===== src/rtl/acr_pkg.sv =====
package acr_pkg;
    localparam int OCTET_W = 8;
    localparam logic [OCTET_W-1:0] CODE_MF_ALIGN = 8'h7C;
    localparam logic [OCTET_W-1:0] CODE_FR_ALIGN = 8'hFC;

    typedef enum logic [1:0] {
        REF_IDLE  = 2'd0,
        REF_EMPTY = 2'd1,
        REF_HELD  = 2'd2
    } ref_state_t;
endpackage


===== src/rtl/acr_ref_fsm.sv =====
module acr_ref_fsm
    import acr_pkg::*;
(
    input  logic               clk,
    input  logic               rst_n,
    input  logic               phase_on,
    input  logic               capture,
    input  logic [OCTET_W-1:0] cap_octet,
    output logic               ref_ok,
    output logic [OCTET_W-1:0] ref_octet
);
    ref_state_t state_q, state_d;
    logic [OCTET_W-1:0] ref_q;

    always_ff @(posedge clk) begin
        if (!rst_n) begin
            state_q <= REF_IDLE;
        end else begin
            state_q <= state_d;
        end
    end

    always_comb begin
        state_d = state_q;
        unique case (state_q)
            REF_IDLE:  state_d = !phase_on ? REF_IDLE
                               : (capture ? REF_HELD : REF_EMPTY);
            REF_EMPTY: state_d = !phase_on ? REF_IDLE
                               : (capture ? REF_HELD : REF_EMPTY);
            REF_HELD:  state_d = !phase_on ? REF_IDLE : REF_HELD;
            default:   state_d = REF_IDLE;
        endcase
    end

    always_ff @(posedge clk) begin
        if (!rst_n || !phase_on) begin
            ref_q <= '0;
        end else if (capture) begin
            ref_q <= cap_octet;
        end
    end

    always_comb begin
        ref_ok    = (state_q == REF_HELD);
        ref_octet = ref_q;
    end

    // leaving the data phase empties the reference
    assert_ref_cleared_R4: assert property (@(posedge clk) disable iff (!rst_n)
        !phase_on |=> (!ref_ok && ref_octet == '0));

    // a capture in the data phase makes the captured value the reference
    assert_ref_capture_R4: assert property (@(posedge clk) disable iff (!rst_n)
        (phase_on && capture) |=> (ref_ok && ref_octet == $past(cap_octet)));
endmodule


===== src/rtl/acr_tx_path.sv =====
module acr_tx_path
    import acr_pkg::*;
(
    input  logic               clk,
    input  logic               rst_n,
    input  logic               data_phase,
    input  logic               scramble_en,
    input  logic               in_valid,
    input  logic [OCTET_W-1:0] in_octet,
    input  logic               frame_end,
    input  logic               mf_end,
    output logic               out_valid,
    output logic [OCTET_W-1:0] out_octet,
    output logic               out_ctrl
);
    logic               ref_ok;
    logic [OCTET_W-1:0] ref_octet;
    logic               boundary;
    logic               replace;
    logic [OCTET_W-1:0] code;

    assign boundary = in_valid && data_phase && frame_end;

    acr_ref_fsm i_ref (
        .clk       (clk),
        .rst_n     (rst_n),
        .phase_on  (data_phase),
        .capture   (boundary),
        .cap_octet (in_octet),
        .ref_ok    (ref_ok),
        .ref_octet (ref_octet)
    );

    always_comb begin
        code    = mf_end ? CODE_MF_ALIGN : CODE_FR_ALIGN;
        replace = 1'b0;
        if (boundary) begin
            if (scramble_en) begin
                replace = (in_octet == code);
            end else begin
                replace = ref_ok && (in_octet == ref_octet);
            end
        end
    end

    always_ff @(posedge clk) begin
        if (!rst_n) begin
            out_valid <= 1'b0;
            out_octet <= '0;
            out_ctrl  <= 1'b0;
        end else begin
            out_valid <= in_valid;
            out_octet <= replace ? code : in_octet;
            out_ctrl  <= replace;
        end
    end

    // non-boundary octets pass unchanged without control
    assert_tx_passthru_R2: assert property (@(posedge clk) disable iff (!rst_n)
        (in_valid && !(data_phase && frame_end)) |=>
        (!out_ctrl && out_octet == $past(in_octet) && out_valid));

    // scrambled multiframe end carrying the /A/ value goes out as control
    assert_tx_scr_mf_R5: assert property (@(posedge clk) disable iff (!rst_n)
        (boundary && scramble_en && mf_end && in_octet == CODE_MF_ALIGN) |=>
        (out_ctrl && out_octet == CODE_MF_ALIGN));

    // a control output is always one of the two alignment codes
    assert_tx_ctrl_code_R3: assert property (@(posedge clk) disable iff (!rst_n)
        out_ctrl |-> (out_octet == CODE_MF_ALIGN || out_octet == CODE_FR_ALIGN));
endmodule


===== src/rtl/acr_rx_path.sv =====
module acr_rx_path
    import acr_pkg::*;
(
    input  logic               clk,
    input  logic               rst_n,
    input  logic               data_phase,
    input  logic               scramble_en,
    input  logic               in_valid,
    input  logic [OCTET_W-1:0] in_octet,
    input  logic               in_ctrl,
    input  logic               frame_end,
    input  logic               mf_end,
    output logic               out_valid,
    output logic [OCTET_W-1:0] out_octet,
    output logic               misalign
);
    logic               ref_ok;
    logic [OCTET_W-1:0] ref_octet;
    logic               active;
    logic               is_a;
    logic               is_f;
    logic               bad_pos;
    logic [OCTET_W-1:0] restored;

    assign active = in_valid && data_phase;

    always_comb begin
        is_a     = active && in_ctrl && (in_octet == CODE_MF_ALIGN);
        is_f     = active && in_ctrl && (in_octet == CODE_FR_ALIGN);
        restored = in_octet;
        if (is_a || is_f) begin
            restored = scramble_en ? in_octet : ref_octet;
        end
        bad_pos = (is_a && !mf_end)
               || (is_f && (!frame_end || mf_end))
               || (active && in_ctrl && !frame_end);
    end

    acr_ref_fsm i_ref (
        .clk       (clk),
        .rst_n     (rst_n),
        .phase_on  (data_phase),
        .capture   (active && frame_end),
        .cap_octet (restored),
        .ref_ok    (ref_ok),
        .ref_octet (ref_octet)
    );

    always_ff @(posedge clk) begin
        if (!rst_n) begin
            out_valid <= 1'b0;
            out_octet <= '0;
            misalign  <= 1'b0;
        end else begin
            out_valid <= in_valid;
            out_octet <= restored;
            misalign  <= bad_pos;
        end
    end

    // outside the data phase nothing is flagged or changed
    assert_rx_idle_R10: assert property (@(posedge clk) disable iff (!rst_n)
        (in_valid && !data_phase) |=> (!misalign && out_octet == $past(in_octet)));

    // a control octet off the frame end is always flagged
    assert_rx_ctrl_pos_R9: assert property (@(posedge clk) disable iff (!rst_n)
        (active && in_ctrl && !frame_end) |=> misalign);

    // scrambled restoration keeps the alignment code value
    assert_rx_scr_restore_R7: assert property (@(posedge clk) disable iff (!rst_n)
        (active && in_ctrl && scramble_en && in_octet == CODE_FR_ALIGN) |=>
        (out_octet == CODE_FR_ALIGN));

    // a restored octet while no reference is held reads zero
    assert_rx_empty_ref_R6: assert property (@(posedge clk) disable iff (!rst_n)
        (is_a && !scramble_en && !ref_ok) |=> (out_octet == '0));
endmodule


===== src/rtl/align_char_replacer.sv =====
module align_char_replacer
    import acr_pkg::*;
(
    input  logic       clk,
    input  logic       rst_n,
    input  logic       tx_data_phase,
    input  logic       tx_scramble_en,
    input  logic       tx_valid,
    input  logic [7:0] tx_octet,
    input  logic       tx_frame_end,
    input  logic       tx_mf_end,
    output logic       tx_out_valid,
    output logic [7:0] tx_out_octet,
    output logic       tx_out_ctrl,
    input  logic       rx_data_phase,
    input  logic       rx_scramble_en,
    input  logic       rx_valid,
    input  logic [7:0] rx_octet,
    input  logic       rx_ctrl,
    input  logic       rx_frame_end,
    input  logic       rx_mf_end,
    output logic       rx_out_valid,
    output logic [7:0] rx_out_octet,
    output logic       rx_misalign
);
    acr_tx_path i_tx (
        .clk         (clk),
        .rst_n       (rst_n),
        .data_phase  (tx_data_phase),
        .scramble_en (tx_scramble_en),
        .in_valid    (tx_valid),
        .in_octet    (tx_octet),
        .frame_end   (tx_frame_end),
        .mf_end      (tx_mf_end),
        .out_valid   (tx_out_valid),
        .out_octet   (tx_out_octet),
        .out_ctrl    (tx_out_ctrl)
    );

    acr_rx_path i_rx (
        .clk         (clk),
        .rst_n       (rst_n),
        .data_phase  (rx_data_phase),
        .scramble_en (rx_scramble_en),
        .in_valid    (rx_valid),
        .in_octet    (rx_octet),
        .in_ctrl     (rx_ctrl),
        .frame_end   (rx_frame_end),
        .mf_end      (rx_mf_end),
        .out_valid   (rx_out_valid),
        .out_octet   (rx_out_octet),
        .misalign    (rx_misalign)
    );

    // both directions leave reset quiet
    assert_reset_quiet_R1: assert property (@(posedge clk)
        $past(!rst_n) |-> (!tx_out_valid && !tx_out_ctrl && !rx_out_valid && !rx_misalign));
endmodule


===== config.mk =====
export PLATFORM = sky130hd
export DESIGN_NAME = align_char_replacer
export DESIGN_NICKNAME = d
export VERILOG_FILES = /design/src/rtl/acr_pkg.sv /design/src/rtl/acr_ref_fsm.sv /design/src/rtl/acr_tx_path.sv /design/src/rtl/acr_rx_path.sv /design/src/rtl/align_char_replacer.sv
export SDC_FILE = /design/constraint.sdc
export NUM_CORES = 1
export LEC_CHECK = 0
export BUFFER_PORTS_ARGS = -buffer_cell sky130_fd_sc_hd__buf_4
export CORE_MARGIN = 2
export CORE_UTILIZATION = 49
export DETAILED_ROUTE_END_ITERATION = 10
export HOLD_SLACK_MARGIN = 0.08
export PLACE_DENSITY = 0.77
export SYNTH_ARGS = -nofsm -noshare
export SYNTH_HDL_FRONTEND = slang
export SYNTH_SLANG_ARGS = --single-unit

===== constraint.sdc =====
create_clock -name clk -period 1.6 [get_ports clk]
set_input_delay 0.32 -clock clk [delete_from_list [all_inputs] [get_ports clk]]
set_output_delay 0.32 -clock clk [all_outputs]
set_load 0.02 [all_outputs]

**Word level (Yosys, flattened, before mapping)**

Index checks and enable logic that the tools add are counted.

- Memories: 0
- Bits in registers: 38
- Output and inout port bits: 20
- Bits of input ports: 29
- Bits in read-only memories: 0
- Word-level logic and storage cells: 49
- Bits in writable memories: 0
- Latch bits: 0

- Mux-type cells: 10
- Equality and inequality tests: 6
- $add $sub $neg: 0
- Order comparisons: 0
- Reduce and logical (&&, ||, !) cells: 24
- Div/mod/pow operators: 0
- Shift-type cells: 0
- Bitwise operators: 0
- Multiply operators: 0

Operators with widths:

| kind | number |
|---|---|
| 8-bit 2-to-1 mux | 4 |
| 8-bit equality test | 2 |
| 1-bit logical AND | 11 |
| 8-bit by 7-bit equality test with 1-bit output (second input constant) | 1 |
| 8-bit equality test (second input constant) | 1 |
| 1-bit logical OR | 6 |
| 2-bit 2-to-1 mux | 3 |
| 1-bit logical NOT | 5 |
| 2-bit one-hot mux with 2 select lines | 1 |
| 2-bit by 1-bit equality test with 1-bit output (second input constant) | 1 |
| 2-bit equality test (second input constant) | 1 |
| 2-bit logical NOT | 1 |
| 1-bit 2-to-1 mux | 2 |
| 2-bit OR reduction | 1 |

**Logic depth before layout (Yosys ltp)**

Gate-level depths: netlist (run 1).

- Word-level depth: 6
- Gate-level depth with buffers: 5
- Gate-level depth less buffers: 4

**Modules after synthesis**

A second synthesis (run 1) with hierarchy kept.

- Cells, all modules: 156
- Area, all modules: 1626.6 um^2

By module, submodules not included:

| module | times used | sequential area each (um^2) | cells an instance | area each (um^2) |
|---|---|---|---|---|
| acr_ref_fsm | 2 | 200.2 | 32 | 355.3 |
| acr_rx_path | 1 | 200.2 | 49 | 466.7 |
| acr_tx_path | 1 | 200.2 | 43 | 449.2 |

**Worst setup path after synthesis (run 1)**

No wires, ideal clock.

- Path type: input-to-reg
- Start: in rx_octet[0]
- End: reg i_rx.i_ref.ref_q[2] (netlist: i_rx.i_ref.ref_octet[2])
- Slack: 257 ps
- Setup time: 123 ps
- Required time: 1477 ps
- Data arrival time: 1221 ps
- Path buffers: 1
- Stages on the path: 5
- Path through: nand4bb_4 o31a_2 buf_6 mux2i_1 nor2_1

- Cells in the longest elaborated chain, start to end: 4
- Elaborated cells between the ends (all ways): 6
- Those cells by class: eq/ne: 2; mux: 1; reduce/logical: 3

RTL lines:

| item | line | text |
|---|---|---|
| start: declaration | align_char_replacer.sv:18 | `input logic [7:0] rx_octet,` |
| 8-bit by 7-bit equality test with 1-bit output / 8-bit equality test (equally long branches) | acr_rx_path.sv:28, acr_rx_path.sv:29 |  |
| 1-bit logical AND, on equally long branches | acr_rx_path.sv:28, acr_rx_path.sv:29 |  |
| 1-bit logical OR * | acr_rx_path.sv:31 | `if (is_a \|\| is_f) begin` |
| 8-bit 2-to-1 mux * | acr_rx_path.sv:31 |  |
| end signal: assignment | acr_ref_fsm.sv:39 | `ref_q <= cap_octet;` |
| end: declaration | acr_ref_fsm.sv:13 | `logic [OCTET_W-1:0] ref_q;` |

Every way passes the cells marked *; elsewhere a longest branch is shown, timed or not.
A chain may end at the register's enable or synchronous reset.

**Worst setup path after layout (run 1)**

- Start: reg i_tx.i_ref.state_q[1]
- End: reg i_tx.out_ctrl

- Cells in the longest elaborated chain, start to end: 4

RTL lines:

| item | line | text |
|---|---|---|
| start: declaration | acr_ref_fsm.sv:12 | `ref_state_t state_q, state_d;` |
| start signal: assignment | acr_ref_fsm.sv:19 | `state_q <= state_d;` |
| 2-bit equality test | acr_ref_fsm.sv:44 | `ref_ok = (state_q == REF_HELD);` |
| 1-bit logical AND | acr_tx_path.sv:41 | `replace = ref_ok && (in_octet == ref_octet);` |
| 1-bit 2-to-1 mux | acr_tx_path.sv:38 | `if (scramble_en) begin` |
| 1-bit 2-to-1 mux | acr_tx_path.sv:37 | `if (boundary) begin` |
| end signal: assignment | acr_tx_path.sv:54 | `out_ctrl <= replace;` |
| end: declaration | acr_tx_path.sv:14 | `output logic out_ctrl` |

No other way between the ends.

==> results.json, run 1 <==
{
  "switching_share_pct": 25.3,
  "port_buffers": 48,
  "clk_path_buf_depth": 2,
  "die_w_um": 59.6,
  "drive_gt1_share_pct": 31.6,
  "max_cap_violations": 0,
  "synth_top_cell_by_area": "dfxtp_1",
  "ios": 49,
  "power.leakage_nw": 0.809,
  "crit_required_ns": 1.84,
  "post-route-util_pct": 65.7,
  "clock_latency_ns": 0.33,
  "rows": 20,
  "power_density_mw_per_mm2": 858,
  "syn_nets": 182,
  "period_minus_slack_ns": 1.40,
  "drt-pass1-iter-count": 5,
  "synth_flop_cell": "dfxtp_1",
  "start_kind": "flop",
  "multiInputGateArea_um2": 713,
  "clockPowerShare_pct": 26.2,
  "synth_edf_count": 0,
  "placed_area_mm2": 0.00193,
  "power_frac_comb_pct": 15.2,
  "hp-start": "tx_valid",
  "dieArea_mm2": 0.00356,
  "synth_top_family_by_area": "simple AND/OR/NAND/NOR gates",
  "drt_first_iter_violations": 24,
  "hpwl_um": 2320,
  "postCtsSetupRepairBufs": 0,
  "syn_to_final_growth_pct": 30.1,
  "yosys.area.top_type_share_pct": 50.2,
  "routed_via_density": 5.12,
  "grt_overflow": 0,
  "seq_area_frac_synth_pct": 50.2,
  "grt_start_max_net_pins": 21,
  "setup_tns_ns": 0,
  "wl_um": 3150,
  "crit_start": "i_tx.i_ref.state_q[1]",
  "hold_viol_final": 0,
  "postSynthAreaPerCell_um2": 9.91,
  "hold_class": "input port to flop",
  "pwr-share-seq_pct": 58.6,
  "grt_first_pass_wirelength_um": 5180,
  "synth_compound_area_share_pct": 10.8,
  "synth_cell_types": 31,
  "rsz0062_at_grt": "false",
  "skew_ns": 0.00910,
  "drc": 0,
  "clkTransAtPathRegs_ns": 0.11,
  "clock_sinks": 38,
  "worst_slack_ns": 0.196,
  "yosys-top-cells-area": "dfxtp_1 50%, mux2i_1 6.6%, nand2_1 6.2%, xnor2_1 4.6%, a21oi_1 3.6%",
  "wl_per_cell_um": 13.2,
  "place.gp.congestion": 0.799,
  "drtAntennaViolNets": 0,
  "ir_worst_vdd_mv": 0.472,
  "ys_warn_count": 0,
  "vias": 1223,
  "regArea_um2": 761,
  "synth-async-reset-ratio_pct": 0,
  "fmax_mhz": 712,
  "cts_hold_buffers": 0,
  "timing.critical_path.cells": "nor3b_2 > nand4_1 > or3_1 > a211oi_1",
  "syn_inst": 153,
  "antenna_found_initial": 0,
  "synth-xor-area-share_pct": 5.78,
  "crit_path_max_incr_delay_ns": 0.37,
  "fin_nets": 235,
  "netSwitchingPower_mw": 0.429,
  "final_common_cell": "buf_4",
  "fill_cells": 256,
  "synth.mux.area_fraction_pct": 7.34,
  "maxSlewViolCount": 0,
  "crit_arrival_ns": 1.64,
  "status": "finished clean",
  "setup_violations": 0,
  "antenna_cells": 0,
  "coreArea_mm2": 0.00300,
  "final_cell_mix": "50 x buf_4, 38 x dfxtp_1, 25 x nand2_1, 11 x a21oi_1, 10 x mux2i_1",
  "cts_made_buffers": 5,
  "tritoncts": "built",
  "relSlewSlack_pct": 71.9,
  "p_int_mw": 1.26,
  "die_h_um": 59.6,
  "worst_pin_slew_ns": 0.421,
  "grt_pass1_vias": 1231,
  "crit_type": "flop to flop",
  "syn-cell-area_mm2": 0.00152,
  "cts-root-buf": "clkbuf_4",
  "crit_fanout": 3,
  "cts_resized": 0,
  "design_area_mm2": 0.00197,
  "slowest_stage": "dfxtp_1",
  "yosys.area_share.adder_pct": 0,
  "period_share_pct": 87.7,
  "start_util_pct": 50.5,
  "grt.total_usage_pct": 19.3,
  "regToRegStartpoint": "i_tx.i_ref.state_q[1]",
  "endpoint_kind": "flop",
  "synth_seq_cells": 38,
  "synth-simple-area-share_pct": 23.1,
  "place_ws_ns": 0.0808,
  "whs_ns": 0.216,
  "cts_htree_levels": 2
}
layout make-up:
class,instances,area share (%)
clock buffers,5,1.90
clock inverters,2,0.507
inverters,4,0.761
multi-input cells,106,36.1
flip-flops and latches,38,38.6
well taps,33,2.09
repair buffers,51,20.0
logic make-up (layout without fill, tap and decap cells):
kind of cell,count (synthesis),after routing
AO/OA/AOI/OAI,24,24
flip-flops,38,38
multiplexers,11,11
XOR/XNOR,10,10
buffers and inverters,9,62
AND/OR/NAND/NOR,61,61
synthesized netlist by cell type (3+ instances only):
cell type / instances
dfxtp_1: 38
nand2_1: 25
a21oi_1: 11
mux2i_1: 10
nor2_1: 9
xnor2_1: 8
nor2b_1: 7
o21a_1: 6
inv_1: 4
and2_1: 3
clkbuf_1: 3
nand3_1: 3
state kept, by name, indices dropped and copies added (netlist names):
signal	flops
i_tx.out_valid	1
i_tx.out_ctrl	1
i_rx.out_octet	8
i_rx.misalign	1
i_tx.i_ref.state_q	2
i_tx.i_ref.ref_octet	8
i_rx.out_valid	1
i_tx.out_octet	8
i_rx.i_ref.ref_octet	8
critical path: cells and delay by family, from the launching register on:
kind	cells	cell delay [ns]
flip-flops	1	0.37
AND/OR/NAND/NOR	3	0.75
AO/OA/AOI/OAI	1	0.20
power by group through the flow:
| stage | Clock [mW] | Combinational (mW) | Sequential (mW) |
|---|---|---|---|
| 3_3_place_gp | 0 | 0.252 | 1.01 |
| 3_5_place_dp | 0 | 0.257 | 1.01 |
| 2_1_floorplan | 0 | 0.0970 | 1.04 |
| 6_report | 0.444 | 0.257 | 0.992 |
| 5_1_grt | 0.499 | 0.280 | 0.996 |
| 4_1_cts | 0.458 | 0.258 | 0.992 |
metal layers:
| layer | global-route usage (%) | vias to the layer above | share of wire, % |
|---|---|---|---|
| li1 | - | 625 | - |
| met1 | 24.3 | 558 | 46 |
| met2 | 32.2 | 35 | 48 |
| met3 | 4.59 | 5 | 5.0 |
| met4 | 6.98 | 0 | 0.99 |
| met5 | 0 | - | 0 |
worst paths after layout:
check                            to  slack, ns  cells after the start
setup / recovery      i_tx.out_ctrl       0.20                      4
hold / removal       i_tx.out_valid       0.22                      2
setup reg to reg      i_tx.out_ctrl       0.20                      4
hold reg to reg   i_rx.out_octet[6]       0.47                      2
through the flow:
| step | power [mW] | cells |
|---|---|---|
| after floorplan | 1.14 | 153 |
| after detailed placement | 1.27 | 232 |
| final | 1.69 | 239 |
| after CTS | 1.71 | 239 |
| after global placement | 1.26 | 232 |
| after global routing | 1.77 | 239 |
No activity file was read; power rests on OpenSTA's default activity.
==> run 2: changes to the inputs <==
--- a/config.mk
+++ b/config.mk
@@ -7,10 +7,10 @@
 export LEC_CHECK = 0
 export BUFFER_PORTS_ARGS = -buffer_cell sky130_fd_sc_hd__buf_4
 export CORE_MARGIN = 2
-export CORE_UTILIZATION = 49
+export CORE_UTILIZATION = 41
 export DETAILED_ROUTE_END_ITERATION = 10
 export HOLD_SLACK_MARGIN = 0.08
-export PLACE_DENSITY = 0.77
+export PLACE_DENSITY = 0.67
 export SYNTH_ARGS = -nofsm -noshare
 export SYNTH_HDL_FRONTEND = slang
 export SYNTH_SLANG_ARGS = --single-unit
==> run 2 against run 1 <==
Against the previous run:
- non-clock buffer count did not move
- routed wire length rose by 0.79%
- cell count rose by 6.7%
- first-iteration DRC count rose by 79%
- design area rose by 2.5%
- sequential cell count did not move
- total power rose by 13%
- hold slack improved by 0.056 ns
- register-to-register slack barely moved
- critical path depth did not move
==> results.json, run 2 (synthesis gave the netlist of run 1 again) <==
{
  "whs_path_depth": 2,
  "skew_ns": 0.00315,
  "grt_start_max_net_pins": 21,
  "maxSlewViolCount": 0,
  "syn_to_final_growth_pct": 33.4,
  "crit_type": "flop to flop",
  "worst_pin_slew_ns": 0.389,
  "power.leakage_nw": 0.823,
  "power_density_mw_per_mm2": 942,
  "max_cap_violations": 0,
  "drive_gt1_share_pct": 31.4,
  "antenna_cells": 0,
  "port_buffers": 48,
  "ir_worst_vdd_mv": 0.544,
  "die_w_um": 64.8,
  "dp_cells": 247,
  "tritoncts": "built",
  "rows": 22,
  "wl_um": 3170,
  "grt_overflow": 0,
  "drtAntennaViolNets": 0,
  "start_kind": "flop",
  "layout.cells.non_filler": 255,
  "vias": 1224,
  "pwr-share-seq_pct": 52.0,
  "period_share_pct": 88.5,
  "status": "finished clean",
  "clkTransAtPathRegs_ns": 0.07,
  "antenna_found_initial": 0,
  "cts_resized": 0,
  "clk_path_buf_depth": 2,
  "clockPowerShare_pct": 34.5,
  "whs_ns": 0.272,
  "ios": 49,
  "switching_share_pct": 23.7,
  "grt.total_usage_pct": 16.6,
  "fmax_mhz": 706,
  "setup_violations": 0,
  "grt_first_pass_wirelength_um": 5380,
  "drt-pass1-iter-count": 4,
  "hold_viol_final": 0,
  "worst_slack_ns": 0.184,
  "power_frac_comb_pct": 13.4,
  "clock_latency_ns": 0.28,
  "endpoint_kind": "flop",
  "die_h_um": 64.8,
  "final_cell_mix": "51 x buf_4, 38 x dfxtp_1, 25 x nand2_1, 11 x a21oi_1, 10 x mux2i_1",
  "coreArea_mm2": 0.00361,
  "rsz0062_at_grt": "false",
  "cts_hold_buffers": 0,
  "setup_tns_ns": 0,
  "cts-root-buf": "clkbuf_8",
  "crit_arrival_ns": 1.61,
  "place_ws_ns": 0.0550,
  "period_minus_slack_ns": 1.42,
  "start_util_pct": 42.1,
  "dieArea_mm2": 0.00420,
  "crit_required_ns": 1.80,
  "place.gp.congestion": 0.832,
  "cts_made_buffers": 5,
  "cts_htree_levels": 2,
  "routed_via_density": 4.80,
  "drc": 0,
  "post-route-util_pct": 56.1,
  "drt_first_iter_violations": 43,
  "crit_fanout": 3,
  "final_common_cell": "buf_4",
  "reg2regPathDepth": 4,
  "netSwitchingPower_mw": 0.453,
  "clock_sinks": 38,
  "fin_nets": 235,
  "wl_per_cell_um": 12.4,
  "hold_class": "input port to flop",
  "postCtsSetupRepairBufs": 0,
  "grt_pass1_vias": 1200,
  "hpwl_um": 2370,
  "relSlewSlack_pct": 74.0,
  "p_int_mw": 1.45
}
## run 2: layout make-up
type                    count  area (µm²)
flip-flops and latches     38         761
well taps                  48        60.1
clock buffers               7        86.3
repair buffers             51         383
inverters                   4        15.0
multi-input cells         106         713
fillers                   335        1580
clock inverters             1        5.00
## run 2: power by group through the flow
stage               clock network, mW  logic [mW]  registers [mW]
finish                          0.658       0.256           0.992
global route                    0.722       0.278           0.996
CTS                             0.674       0.258           0.992
detailed placement                  0       0.257            1.01
global placement                    0       0.254            1.01
floorplan                           0      0.0970            1.04
## run 2: critical path, stage by stage, from the launching register on
cell and delay [ns]:
dfxtp_1 0.37, nor3b_2 0.17, nand4_1 0.23, or3_1 0.38, a211oi_1 0.19
## run 2: path summary, 6_finish.rpt
check	endpoint	slack [ns]	start
max	i_tx.out_ctrl	0.18	i_tx.i_ref.state_q[1]
min	i_tx.out_valid	0.27	tx_valid
max reg2reg	i_tx.out_ctrl	0.18	i_tx.i_ref.state_q[1]
min reg2reg	i_rx.out_octet[6]	0.45	i_rx.i_ref.ref_octet[6]
## run 2: through the flow
step / area [µm²] / power, mW
CTS: 2020 / 1.92
finish: 2020 / 1.91
global route: 2020 / 2.00
floorplan: 1520 / 1.14
global placement: 1930 / 1.27
detailed placement: 1930 / 1.27
## run 2: metal layers
layer	up-vias	track usage [%]	wire, µm
met5	-	0	0
met4	0	6.38	53
li1	627	-	-
met2	29	27.7	1490
met1	563	20.5	1480
met3	5	3.99	146
